===== config.mk =====
export PLATFORM = sky130hd
export DESIGN_NAME = flash_cmd_seq
export DESIGN_NICKNAME = d
export VERILOG_FILES = /design/src/rtl/flash_seq_pkg.sv /design/src/rtl/fseq_rst_sync.sv /design/src/rtl/fseq_poll_timer.sv /design/src/rtl/fseq_lane_check.sv /design/src/rtl/fseq_ctrl.sv /design/src/rtl/flash_cmd_seq.sv
export SDC_FILE = /design/constraint.sdc
export NUM_CORES = 1
export LEC_CHECK = 0
export BUFFER_PORTS_ARGS = -buffer_cell sky130_fd_sc_hd__buf_2
export CORE_MARGIN = 4
export CORE_UTILIZATION = 46
export CTS_CLUSTER_DIAMETER = 50
export DETAILED_ROUTE_END_ITERATION = 10
export PLACE_DENSITY = 0.84
export SLEW_MARGIN = 20
export SYNTH_ARGS = -nofsm -noshare
export SYNTH_HDL_FRONTEND = slang
export SYNTH_SLANG_ARGS = --single-unit

===== constraint.sdc =====
create_clock -name clk -period 2.1 [get_ports clk]
set_input_delay 0.42 -clock clk [delete_from_list [all_inputs] [get_ports clk]]
set_output_delay 0.42 -clock clk [all_outputs]
set_load 0.02 [all_outputs]

===== src/rtl/flash_seq_pkg.sv =====
package flash_seq_pkg;

  typedef enum logic [2:0] {
    ST_IDLE, ST_PRE_RD, ST_PRE_CHK, ST_CMD,
    ST_POLL_RD, ST_POLL_CHK, ST_RST_WR, ST_FIN
  } seq_state_e;

  typedef enum logic [1:0] {AS_CYC1, AS_CYC2, AS_TGT} addr_sel_e;

  typedef struct packed {
    addr_sel_e   asel;
    logic        use_data;
    logic [7:0]  code;
  } cmd_step_t;

  localparam int unsigned STEP_W = 3;
  localparam logic [STEP_W-1:0] PROG_LAST  = 3'd3;
  localparam logic [STEP_W-1:0] ERASE_LAST = 3'd5;

  localparam logic [7:0] CODE_UNLK_A = 8'hAA;
  localparam logic [7:0] CODE_UNLK_B = 8'h55;
  localparam logic [7:0] CODE_PROG   = 8'hA0;
  localparam logic [7:0] CODE_ERMODE = 8'h80;
  localparam logic [7:0] CODE_SECT   = 8'h30;
  localparam logic [7:0] CODE_RESET  = 8'hF0;

  localparam logic [1:0] ERR_NONE       = 2'd0;
  localparam logic [1:0] ERR_TIMEOUT    = 2'd1;
  localparam logic [1:0] ERR_NOT_ERASED = 2'd2;

  function automatic cmd_step_t step_lookup(input logic is_erase,
                                            input logic [STEP_W-1:0] step);
    cmd_step_t s;
    s = '{asel: AS_CYC1, use_data: 1'b0, code: CODE_UNLK_A};
    if (!is_erase) begin
      case (step)
        3'd1:    s = '{asel: AS_CYC2, use_data: 1'b0, code: CODE_UNLK_B};
        3'd2:    s = '{asel: AS_CYC1, use_data: 1'b0, code: CODE_PROG};
        3'd3:    s = '{asel: AS_TGT,  use_data: 1'b1, code: 8'h00};
        default: s = '{asel: AS_CYC1, use_data: 1'b0, code: CODE_UNLK_A};
      endcase
    end else begin
      case (step)
        3'd1:    s = '{asel: AS_CYC2, use_data: 1'b0, code: CODE_UNLK_B};
        3'd2:    s = '{asel: AS_CYC1, use_data: 1'b0, code: CODE_ERMODE};
        3'd3:    s = '{asel: AS_CYC1, use_data: 1'b0, code: CODE_UNLK_A};
        3'd4:    s = '{asel: AS_CYC2, use_data: 1'b0, code: CODE_UNLK_B};
        3'd5:    s = '{asel: AS_TGT,  use_data: 1'b0, code: CODE_SECT};
        default: s = '{asel: AS_CYC1, use_data: 1'b0, code: CODE_UNLK_A};
      endcase
    end
    return s;
  endfunction

endpackage


===== src/rtl/fseq_rst_sync.sv =====
module fseq_rst_sync (
  input  logic clk,
  input  logic rst_n,
  output logic rst_sync_n
);
  logic [1:0] sync_q;

  always_ff @(posedge clk or negedge rst_n) begin
    if (!rst_n) sync_q <= 2'b00;
    else        sync_q <= {sync_q[0], 1'b1};
  end

  assign rst_sync_n = sync_q[1];
endmodule


===== src/rtl/fseq_poll_timer.sv =====
module fseq_poll_timer #(
  parameter int unsigned CNT_W = 8
) (
  input  logic             clk,
  input  logic             rst_n,
  input  logic             clr,
  input  logic             inc,
  input  logic [CNT_W-1:0] limit,
  output logic             last_poll
);
  logic [CNT_W-1:0] cnt_q, cnt_d;
  logic             cnt_en;

  assign cnt_en = clr | inc;

  always_comb begin
    cnt_d = cnt_q;
    if (clr)      cnt_d = '0;
    else if (inc) cnt_d = cnt_q + CNT_W'(1);
  end

  always_ff @(posedge clk or negedge rst_n) begin
    if (!rst_n)      cnt_q <= '0;
    else if (cnt_en) cnt_q <= cnt_d;
  end

  // the poll under evaluation is the limit-th one since polling began
  assign last_poll = (cnt_q == (limit - CNT_W'(1)));
endmodule


===== src/rtl/fseq_lane_check.sv =====
module fseq_lane_check #(
  parameter int unsigned DATA_W = 32,
  parameter int unsigned LANE_W = 16
) (
  input  logic [DATA_W-1:0] rdata,
  input  logic [DATA_W-1:0] wdata,
  output logic              prog_match,
  output logic              erase_match,
  output logic              erased_ok
);
  localparam int unsigned LANES = DATA_W / LANE_W;

  logic [LANES-1:0] lane_eq, lane_set;

  for (genvar l = 0; l < LANES; l++) begin : g_lane
    assign lane_eq[l]  = (rdata[l*LANE_W + 7] == wdata[l*LANE_W + 7]);
    assign lane_set[l] = rdata[l*LANE_W + 7];
  end

  assign prog_match  = &lane_eq;
  assign erase_match = &lane_set;
  assign erased_ok   = ((rdata & wdata) == wdata);
endmodule


===== src/rtl/fseq_ctrl.sv =====
module fseq_ctrl
  import flash_seq_pkg::*;
#(
  parameter int unsigned ADDR_W    = 16,
  parameter int unsigned DATA_W    = 32,
  parameter int unsigned LANE_W    = 16,
  parameter logic [ADDR_W-1:0] CYC1_ADDR = 'h0555,
  parameter logic [ADDR_W-1:0] CYC2_ADDR = 'h02AA
) (
  input  logic              clk,
  input  logic              rst_n,
  input  logic              start,
  input  logic              op_erase,
  input  logic [ADDR_W-1:0] tgt_addr,
  input  logic [DATA_W-1:0] tgt_data,
  input  logic              prog_match,
  input  logic              erase_match,
  input  logic              erased_ok,
  input  logic              last_poll,
  output logic              tmr_clr,
  output logic              tmr_inc,
  output logic              op_q,
  output logic [DATA_W-1:0] data_q,
  output logic [ADDR_W-1:0] fl_addr,
  output logic [DATA_W-1:0] fl_wdata,
  output logic              fl_we,
  output logic              fl_re,
  output logic              busy,
  output logic              done,
  output logic [1:0]        err_code
);
  localparam int unsigned LANES = DATA_W / LANE_W;

  seq_state_e        state_q, state_d;
  logic [STEP_W-1:0] step_q, step_d;
  logic [1:0]        err_q, err_d;
  logic [ADDR_W-1:0] addr_q;
  logic              load;
  logic              step_en;
  logic              finished;
  logic [STEP_W-1:0] last_step;
  cmd_step_t         cur;
  logic [DATA_W-1:0] rep_code, rep_reset;

  assign last_step = op_q ? ERASE_LAST : PROG_LAST;
  assign finished  = op_q ? erase_match : prog_match;
  assign cur       = step_lookup(op_q, step_q);

  for (genvar l = 0; l < LANES; l++) begin : g_rep
    assign rep_code[l*LANE_W +: LANE_W]  = {{(LANE_W-8){1'b0}}, cur.code};
    assign rep_reset[l*LANE_W +: LANE_W] = {{(LANE_W-8){1'b0}}, CODE_RESET};
  end

  always_comb begin
    state_d = state_q;
    step_d  = step_q;
    err_d   = err_q;
    load    = 1'b0;
    tmr_clr = 1'b0;
    tmr_inc = 1'b0;
    case (state_q)
      ST_IDLE: if (start) begin
        load    = 1'b1;
        err_d   = ERR_NONE;
        step_d  = '0;
        state_d = op_erase ? ST_CMD : ST_PRE_RD;
      end
      ST_PRE_RD:  state_d = ST_PRE_CHK;
      ST_PRE_CHK: begin
        if (erased_ok) state_d = ST_CMD;
        else begin
          err_d   = ERR_NOT_ERASED;
          state_d = ST_FIN;
        end
      end
      ST_CMD: begin
        if (step_q == last_step) begin
          tmr_clr = 1'b1;
          state_d = ST_POLL_RD;
        end else begin
          step_d = step_q + STEP_W'(1);
        end
      end
      ST_POLL_RD: state_d = ST_POLL_CHK;
      ST_POLL_CHK: begin
        if (finished) begin
          state_d = op_q ? ST_RST_WR : ST_FIN;
        end else if (last_poll) begin
          err_d   = ERR_TIMEOUT;
          state_d = ST_RST_WR;
        end else begin
          tmr_inc = 1'b1;
          state_d = ST_POLL_RD;
        end
      end
      ST_RST_WR: state_d = ST_FIN;
      ST_FIN:    state_d = ST_IDLE;
      default:   state_d = ST_IDLE;
    endcase
  end

  assign step_en = load | (state_q == ST_CMD);

  always_ff @(posedge clk or negedge rst_n) begin
    if (!rst_n) begin
      state_q <= ST_IDLE;
      err_q   <= ERR_NONE;
    end else begin
      state_q <= state_d;
      err_q   <= err_d;
    end
  end

  always_ff @(posedge clk or negedge rst_n) begin
    if (!rst_n)       step_q <= '0;
    else if (step_en) step_q <= step_d;
  end

  always_ff @(posedge clk or negedge rst_n) begin
    if (!rst_n) begin
      op_q   <= 1'b0;
      addr_q <= '0;
      data_q <= '0;
    end else if (load) begin
      op_q   <= op_erase;
      addr_q <= tgt_addr;
      data_q <= tgt_data;
    end
  end

  always_comb begin
    fl_addr  = addr_q;
    fl_wdata = '0;
    if (state_q == ST_CMD) begin
      case (cur.asel)
        AS_CYC1: fl_addr = CYC1_ADDR;
        AS_CYC2: fl_addr = CYC2_ADDR;
        default: fl_addr = addr_q;
      endcase
      fl_wdata = cur.use_data ? data_q : rep_code;
    end else if (state_q == ST_RST_WR) begin
      fl_wdata = rep_reset;
    end
  end

  assign fl_we    = (state_q == ST_CMD) || (state_q == ST_RST_WR);
  assign fl_re    = (state_q == ST_PRE_RD) || (state_q == ST_POLL_RD);
  assign busy     = (state_q != ST_IDLE) && (state_q != ST_FIN);
  assign done     = (state_q == ST_FIN);
  assign err_code = err_q;
endmodule


===== src/rtl/flash_cmd_seq.sv =====
module flash_cmd_seq #(
  parameter int unsigned ADDR_W      = 16,
  parameter int unsigned DATA_W      = 32,
  parameter int unsigned LANE_W      = 16,
  parameter logic [ADDR_W-1:0] CYC1_ADDR = 'h0555,
  parameter logic [ADDR_W-1:0] CYC2_ADDR = 'h02AA,
  parameter int unsigned PROG_LIMIT  = 1024,
  parameter int unsigned ERASE_LIMIT = 65536
) (
  input  logic              clk,
  input  logic              rst_n,
  input  logic              start,
  input  logic              op_erase,
  input  logic [ADDR_W-1:0] tgt_addr,
  input  logic [DATA_W-1:0] tgt_data,
  output logic              busy,
  output logic              done,
  output logic [1:0]        err_code,
  output logic [ADDR_W-1:0] fl_addr,
  output logic [DATA_W-1:0] fl_wdata,
  output logic              fl_we,
  output logic              fl_re,
  input  logic [DATA_W-1:0] fl_rdata
);
  localparam int unsigned MAX_LIM = (PROG_LIMIT > ERASE_LIMIT) ? PROG_LIMIT : ERASE_LIMIT;
  localparam int unsigned CNT_W   = $clog2(MAX_LIM + 1);

  logic              rst_sync_n;
  logic              tmr_clr, tmr_inc, last_poll;
  logic              prog_match, erase_match, erased_ok;
  logic              op_q;
  logic [DATA_W-1:0] data_q;
  logic [CNT_W-1:0]  limit;

  assign limit = op_q ? CNT_W'(ERASE_LIMIT) : CNT_W'(PROG_LIMIT);

  fseq_rst_sync u_rst (
    .clk        (clk),
    .rst_n      (rst_n),
    .rst_sync_n (rst_sync_n)
  );

  fseq_poll_timer #(.CNT_W(CNT_W)) u_tmr (
    .clk       (clk),
    .rst_n     (rst_sync_n),
    .clr       (tmr_clr),
    .inc       (tmr_inc),
    .limit     (limit),
    .last_poll (last_poll)
  );

  fseq_lane_check #(.DATA_W(DATA_W), .LANE_W(LANE_W)) u_lane (
    .rdata       (fl_rdata),
    .wdata       (data_q),
    .prog_match  (prog_match),
    .erase_match (erase_match),
    .erased_ok   (erased_ok)
  );

  fseq_ctrl #(
    .ADDR_W(ADDR_W), .DATA_W(DATA_W), .LANE_W(LANE_W),
    .CYC1_ADDR(CYC1_ADDR), .CYC2_ADDR(CYC2_ADDR)
  ) u_ctrl (
    .clk         (clk),
    .rst_n       (rst_sync_n),
    .start       (start),
    .op_erase    (op_erase),
    .tgt_addr    (tgt_addr),
    .tgt_data    (tgt_data),
    .prog_match  (prog_match),
    .erase_match (erase_match),
    .erased_ok   (erased_ok),
    .last_poll   (last_poll),
    .tmr_clr     (tmr_clr),
    .tmr_inc     (tmr_inc),
    .op_q        (op_q),
    .data_q      (data_q),
    .fl_addr     (fl_addr),
    .fl_wdata    (fl_wdata),
    .fl_we       (fl_we),
    .fl_re       (fl_re),
    .busy        (busy),
    .done        (done),
    .err_code    (err_code)
  );
endmodule


==> results of run 1 <==
## stage by stage
stage	util	setup WS [ps]
finish	0.702	-487
floorplan	-	-84.5
global placement	0.606	-86.7
global route	0.702	-584
detailed placement	0.606	-202
CTS	0.653	-372
## placed cells by master (no fill, tap or decap), types with 4 or more instances in the layout
cell type and n:
buf_2 103, dfrtp_1 72, buf_4 56, nand2_1 40, mux2_2 37, buf_6 31
inv_1 27, nor2_1 17, o21ai_0 16, and3_1 12, nand3_1 12, a21oi_2 12
nor2b_1 12, nand4_1 11, clkbuf_8 9, o21ai_1 8, a21o_1 7, or4_1 7
and2_1 6, mux2i_1 6, a21oi_1 6, ha_4 6, and3_4 5, nor2_2 5
o31ai_1 5, nor2_4 4, a21oi_4 4, o211ai_1 4, nand2b_1 4, o22ai_1 4
dfrtp_2 4
## routing by layer
metal,part of all wire,vias to the layer above
met5,0,-
met4,0.070,0
met3,0.11,126
met2,0.48,415
met1,0.34,2276
li1,-,1960
## flip-flops by register name, summed over array words and instances, names as in the netlist
signal and flops:
u_ctrl.data_q 32, u_tmr.cnt_q 17, u_ctrl.addr_q 16, u_ctrl.state_q 3, u_ctrl.step_q 3, u_ctrl.err_code 2
u_rst.sync_q 2, u_ctrl.op_q 1
## layout make-up
class,instances,area [sq um],area share
clock inverter,6,71.3,0.0114
timing repair buffer,194,1360,0.217
sequential,76,1910,0.306
tap,108,135,0.0217
inverter,30,115,0.0184
clock buffer,10,128,0.0204
multi-input combinational,316,2530,0.405
## kinds of logic after synthesis
logic type | count (synthesis)
simple gates | 163
xor+xnor | 1
other cells | 1
mux | 43
flops | 76
fa+ha+maj | 9
compound gates | 99
buf+inv | 54
## worst max-delay path, stage by stage, from the launching register on
cell and delay [ps]:
dfrtp_2 490, buf_4 170, inv_4 50, ha_4 170, o21ai_1 200, o21ai_2 130
a31oi_2 240, buf_4 170, a21oi_2 40, buf_4 150
## worst paths after layout
check                                              from                            end  cells after the start
setup / recovery           u_ctrl.step_q[0]$_DFFE_PN0P_                   fl_wdata[23]                      9
hold / removal                              tgt_data[9]   u_ctrl.data_q[9]$_DFFE_PN0P_                      3
setup reg to reg           u_ctrl.step_q[1]$_DFFE_PN0P_     u_tmr.cnt_q[0]$_DFFE_PN0P_                      8
hold reg to reg               u_rst.sync_q[1]$_DFF_PN0_  u_ctrl.data_q[25]$_DFFE_PN0P_                      1
max in group asynchronous     u_rst.sync_q[1]$_DFF_PN0_  u_ctrl.state_q[0]$_DFFE_PN0P_                      1
min in group asynchronous     u_rst.sync_q[1]$_DFF_PN0_  u_ctrl.data_q[25]$_DFFE_PN0P_                      1
## cell usage after synthesis, drive strengths merged (6+ instances only)
master and number:
clkbuf 12, or4 8, a21oi 22, ha 9, and3 17, nand3 14
dfrtp 76, buf 12, nor2b 12, nor2 26, o21ai 28, nand2 42
and2 6, o31ai 6, mux2 37, nand4 11, nor3 7, a21o 7
mux2i 6, inv 30
## where the power goes
part	total, mW	switching (mW)	internal [mW]
clock network	1.18	0.620	0.560
registers	2.78	0.643	2.14
logic	6.05	3.41	2.64
total	10.0	4.68	5.33
## what timing repair did
action	in CTS	in global routing
hold buffers	1	0
gates cloned	0	2
buffers inserted	5	3
resized for setup	55	99
endpoints found under the hold margin	2	0
pin swaps	6	14
setup endpoints to repair	48	60
==> impl_metrics.json, run 1 <==
{
  "drc": 0,
  "met2_usage": 0.422,
  "dr.pass1.iters": 7,
  "syn-cell-area_sq_um": 4280,
  "required_ps": 1680,
  "tightest_slew_ps": 611,
  "ys.flop_type": "dfrtp_1",
  "whs_ps": 267,
  "grt_pass1_wl_mm": 21.7,
  "synthAdderAreaFrac": 0.0263,
  "die_area_sq_um": 10900,
  "layoutNonFillerInstCount": 740,
  "die_w_um": 104,
  "final_max_slew_viol_count": 0,
  "syn_inst": 446,
  "clockBufferDepth": 2,
  "synth-seq-cells": 76,
  "synth_compound_area_frac": 0.156,
  "initial_core_util": 0.481,
  "fmaxAchievable_mhz": 387,
  "setup_viol": 64,
  "muxShareOfSynthArea": 0.111,
  "period_minus_slack_ps": 2590,
  "fillCellCount": 509,
  "crit_fanout": 4,
  "clock_skew_ps": 19.1,
  "worstSetupStartpointType": "register",
  "clkSlewWorstSetupHoldPaths_ps": 90,
  "violations": "setup timing",
  "gp_congestion": 0.944,
  "vias": 4777,
  "cts_buffers": 9,
  "finalCritPeriodShare": 1.23,
  "min_path_type": "in -> reg",
  "grt_max_degree": 75,
  "final-hold-violation-count": 0,
  "finalWorstSetupSlack_ps": -487,
  "grt_antenna_before_repair": 0,
  "drt_iter0_drc": 457,
  "core_sq_um": 8890,
  "htreeDepth": 3,
  "ant_nets": 0,
  "areaGrowthSynthToFinish_pct": 45.8,
  "yosysTopAreaCell": "dfrtp_1",
  "clock_latency_ps": 370,
  "fp-row-count": 34,
  "finalNetCount": 720,
  "via_per_inst": 6.46,
  "ys_types": 60,
  "synth-edff-count": 0,
  "grtUsageMet3": 0.0677,
  "tritoncts": "yes",
  "synth_warnings": 0,
  "p_total_mw": 10.0,
  "port_buffers": 137,
  "n_antenna_cell": 0,
  "grt_pass1_vias": 4548,
  "io_pins": 138,
  "top_usage_layer": "met2",
  "placed_area_sq_um": 5390,
  "post-dp-hpwl_mm": 9.80,
  "synth_top_area_share": 0.444,
  "worstSetupPathType": "reg -> out",
  "rsz0062_at_grt": "yes",
  "yosysSeqAreaShare": 0.444,
  "cp.arrival_ps": 2170,
  "yosys.area_share.simple": 0.202,
  "design_area_sq_um": 6240,
  "synthXorXnorAreaFrac": 0.00205,
  "slew_headroom": 0.582,
  "avgSynthCellArea_sq_um": 9.60,
  "wl_per_cell_um": 23.9,
  "cts.sinks": 76,
  "cap_viol_max_count": 0,
  "grt_overflow": 0,
  "ir_drop_mv": 1.83,
  "wl_mm": 17.7,
  "end_kind": "primary output",
  "p_per_area_nw_per_um2": 1600,
  "root_buffer": "clkbuf_8",
  "grtUsageTotal": 0.247,
  "die_y_um": 104,
  "syn_nets": 539,
  "status": "finished, violations left",
  "placed_cells": 714,
  "synth_top_family_by_area": "simple AND/OR/NAND/NOR gates",
  "tns_ps": -18960,
  "grt_util_met1": 0.283,
  "p_leak_nw": 2.95,
  "synth.area.top_cells": "dfrtp_1 44%, mux2_2 9.7%, nand2_1 3.7%",
  "regToRegSetupSlack_ps": -70,
  "synthArstFlopShare": 1.00,
  "drive_above_1_share": 0.508
}
No activity file was read; power rests on OpenSTA's default activity.
==> run 2: changes to the inputs <==
==> constraint.sdc (replaced) <==
create_clock -name clk -period 2.1 [get_ports clk]
set_input_delay 0.21 -clock clk [delete_from_list [all_inputs] [get_ports clk]]
set_output_delay 0.21 -clock clk [all_outputs]
set_load 0.02 [all_outputs]
==> run 2 against run 1 <==
Against the previous run: register-to-register slack barely moved; the run still ends with setup timing left; clock skew fell by 11 ps; clock power fell by 15%; critical path type unchanged; die area did not move; cell area fell by 3.9%; global-route usage barely moved; cell count fell by 1.6%; via count fell by 11%; first-iteration DRC count fell by 43%; worst hold slack got worse by 200 ps; routed wire length fell by 20%.
==> impl_metrics.json, run 2 (same netlist as run 1, synthesis figures left out) <==
{
  "timing.rr.start": "u_ctrl.data_q[7]$_DFFE_PN0P_",
  "worstPathCellList": "ha_4, ha_4, nor2_4, a22oi_2, o21a_1, buf_4, a21oi_2, buf_6",
  "slew_headroom": 0.534,
  "finalWorstSetupSlack_ps": -159,
  "rsz0062_at_grt": "yes",
  "cts.sinks": 76,
  "root_buffer": "clkbuf_8",
  "tritoncts": "yes",
  "mostFrequentLayoutCells": "107 x buf_2, 70 x dfrtp_1, 47 x buf_4",
  "drive_above_1_share": 0.485,
  "layoutNonFillerInstCount": 728,
  "utilization": 0.674,
  "wl_mm": 14.2,
  "rr_endpoint": "u_tmr.cnt_q[16]$_DFFE_PN0P_",
  "clockBufferDepth": 2,
  "grtUsageTotal": 0.246,
  "grt_pass1_wl_mm": 21.6,
  "crit_fanout": 5,
  "largestRegisters": "u_ctrl.data_q x32, u_tmr.cnt_q x17, u_ctrl.addr_q x16",
  "period_minus_slack_ps": 2260,
  "clock_skew_ps": 8.45,
  "final_max_slew_viol_count": 0,
  "crit_family": "flip-flops",
  "end_kind": "primary output",
  "grt_pass1_vias": 4459,
  "crit_slowest_cell": "dfrtp_2",
  "final-hold-violation-count": 0,
  "placed_cells": 693,
  "wl_per_cell_um": 19.5,
  "finalCritPeriodShare": 1.08,
  "htreeDepth": 3,
  "vias": 4274,
  "areaGrowthSynthToFinish_pct": 40.0,
  "io_pins": 138,
  "via_per_inst": 5.87,
  "finalNetCount": 707,
  "gp_congestion": 0.940,
  "clkSlewWorstSetupHoldPaths_ps": 80,
  "worstSetupStartpointType": "register",
  "final_common_cell": "buf_2",
  "crit_top_cell": "ha_4",
  "post-dp-hpwl_mm": 9.88,
  "largest_reg_flops": 32,
  "regToRegSetupSlack_ps": -70,
  "dr.pass1.iters": 5,
  "p_leak_nw": 2.85,
  "setup_viol": 34,
  "cap_viol_max_count": 0,
  "die_w_um": 104,
  "die_area_sq_um": 10900,
  "grt_overflow": 0,
  "die_y_um": 104,
  "p_per_area_nw_per_um2": 1480,
  "min_path_type": "in -> reg",
  "max_stage_delay_ps": 470,
  "status": "finished, violations left",
  "cts_buffers": 9,
  "port_buffers": 137,
  "cp.arrival_ps": 2050,
  "initial_core_util": 0.481,
  "hold_end": "u_ctrl.data_q[21]$_DFFE_PN0P_",
  "tightest_slew_ps": 697,
  "core_sq_um": 8890,
  "drt_iter0_drc": 259,
  "grt_antenna_before_repair": 1,
  "fmaxAchievable_mhz": 443,
  "min_from": "tgt_data[21]",
  "reg2regPathDepth": 6,
  "drc": 0,
  "regMostFlops": "u_ctrl.data_q",
  "grt_max_degree": 65,
  "cp_num_buf_inv": 2,
  "fp-row-count": 34,
  "ir_drop_mv": 1.05,
  "required_ps": 1890,
  "violations": "setup timing",
  "fillCellCount": 594,
  "p_total_mw": 8.90,
  "clock_latency_ps": 350,
  "hold_depth": 3,
  "ant_nets": 0,
  "worstSetupPathType": "reg -> out"
}
-- run 2: cell types whose count changed in the layout (fill, tap and decap cells not counted), sizes merged --
| cell | previous run | this run |
|---|---|---|
| buf | 193 | 180 |
| clkinv | 1 | 4 |
| bufinv | 1 | 0 |
| clkinvlp | 2 | 1 |
| diode | 0 | 1 |
| inv | 32 | 31 |
-- run 2: routing by layer --
layer  part of all wire  vias to the layer above  global-route usage  routed length, um
met5            0.00049                        -                   0                  7
met4              0.041                        2              0.0959                583
met3              0.094                       56              0.0863               1330
met2               0.49                      219               0.428               6970
met1               0.37                     2075               0.276               5310
li1                   -                     1922                   -                  -
-- run 2: how the worst max path moves through the flow --
stage,end,slack (ps),depth (start not counted),startpoint
floorplan,fl_wdata[17],30,6,u_ctrl.step_q[0]$_DFFE_PN0P_
global placement,u_ctrl.err_code[1]$_DFFE_PN0P_,50,6,u_ctrl.data_q[1]$_DFFE_PN0P_
detailed placement,fl_wdata[19],40,7,u_ctrl.step_q[1]$_DFFE_PN0P_
CTS,fl_wdata[20],-150,8,u_ctrl.step_q[0]$_DFFE_PN0P_
global route,fl_wdata[16],-220,8,u_ctrl.step_q[0]$_DFFE_PN0P_
finish,fl_wdata[16],-160,8,u_ctrl.step_q[0]$_DFFE_PN0P_
-- run 2: final cells by class --
class / instances / area, sq um / share of cell area
clock buffers: 10 / 128 / 0.0213
multi-input cells: 316 / 2430 / 0.406
inverters: 30 / 113 / 0.0188
well taps: 108 / 135 / 0.0225
diodes: 1 / 2.50 / 0.000417
flip-flops and latches: 76 / 1910 / 0.319
repair buffers: 181 / 1230 / 0.206
clock inverters: 6 / 40.0 / 0.00668
-- run 2: power breakdown --
part	internal [mW]	switching, mW
logic	2.30	2.85
registers	2.14	0.606
clock network	0.430	0.573
total	4.87	4.03
-- run 2: worst register-to-register path, stage by stage, from the launching register on --
cell and delay (ps):
dfrtp_1 410, ha_1 290, and3b_2 230, buf_4 140, a311o_2 370, or4_4 440
o31ai_2 210
-- run 2: what timing repair did --
| item | CTS | global route |
|---|---|---|
| hold endpoints to repair | 2 | 0 |
| hold buffers | 1 | 0 |
| buffers inserted | 4 | 10 |
| gates cloned | 2 | 1 |
| setup endpoints to repair | 44 | 58 |
| gates resized for setup | 70 | 67 |
| pin swaps | 8 | 15 |
-- run 2: through the flow --
| step | hold slack (ps) | setup slack [ps] | instance area (sq um) | TNS [ps] |
|---|---|---|---|---|
| after floorplan | -85.6 | 30.2 | 4280 | 0 |
| after global placement | -2.57 | 48.4 | 5210 | 0 |
| after detailed placement | -0.584 | 39.2 | 5210 | 0 |
| after CTS | 65.6 | -152 | 5640 | -2150 |
| after global routing | 71.9 | -222 | 5990 | -4780 |
| final | 69.8 | -159 | 5990 | -2290 |
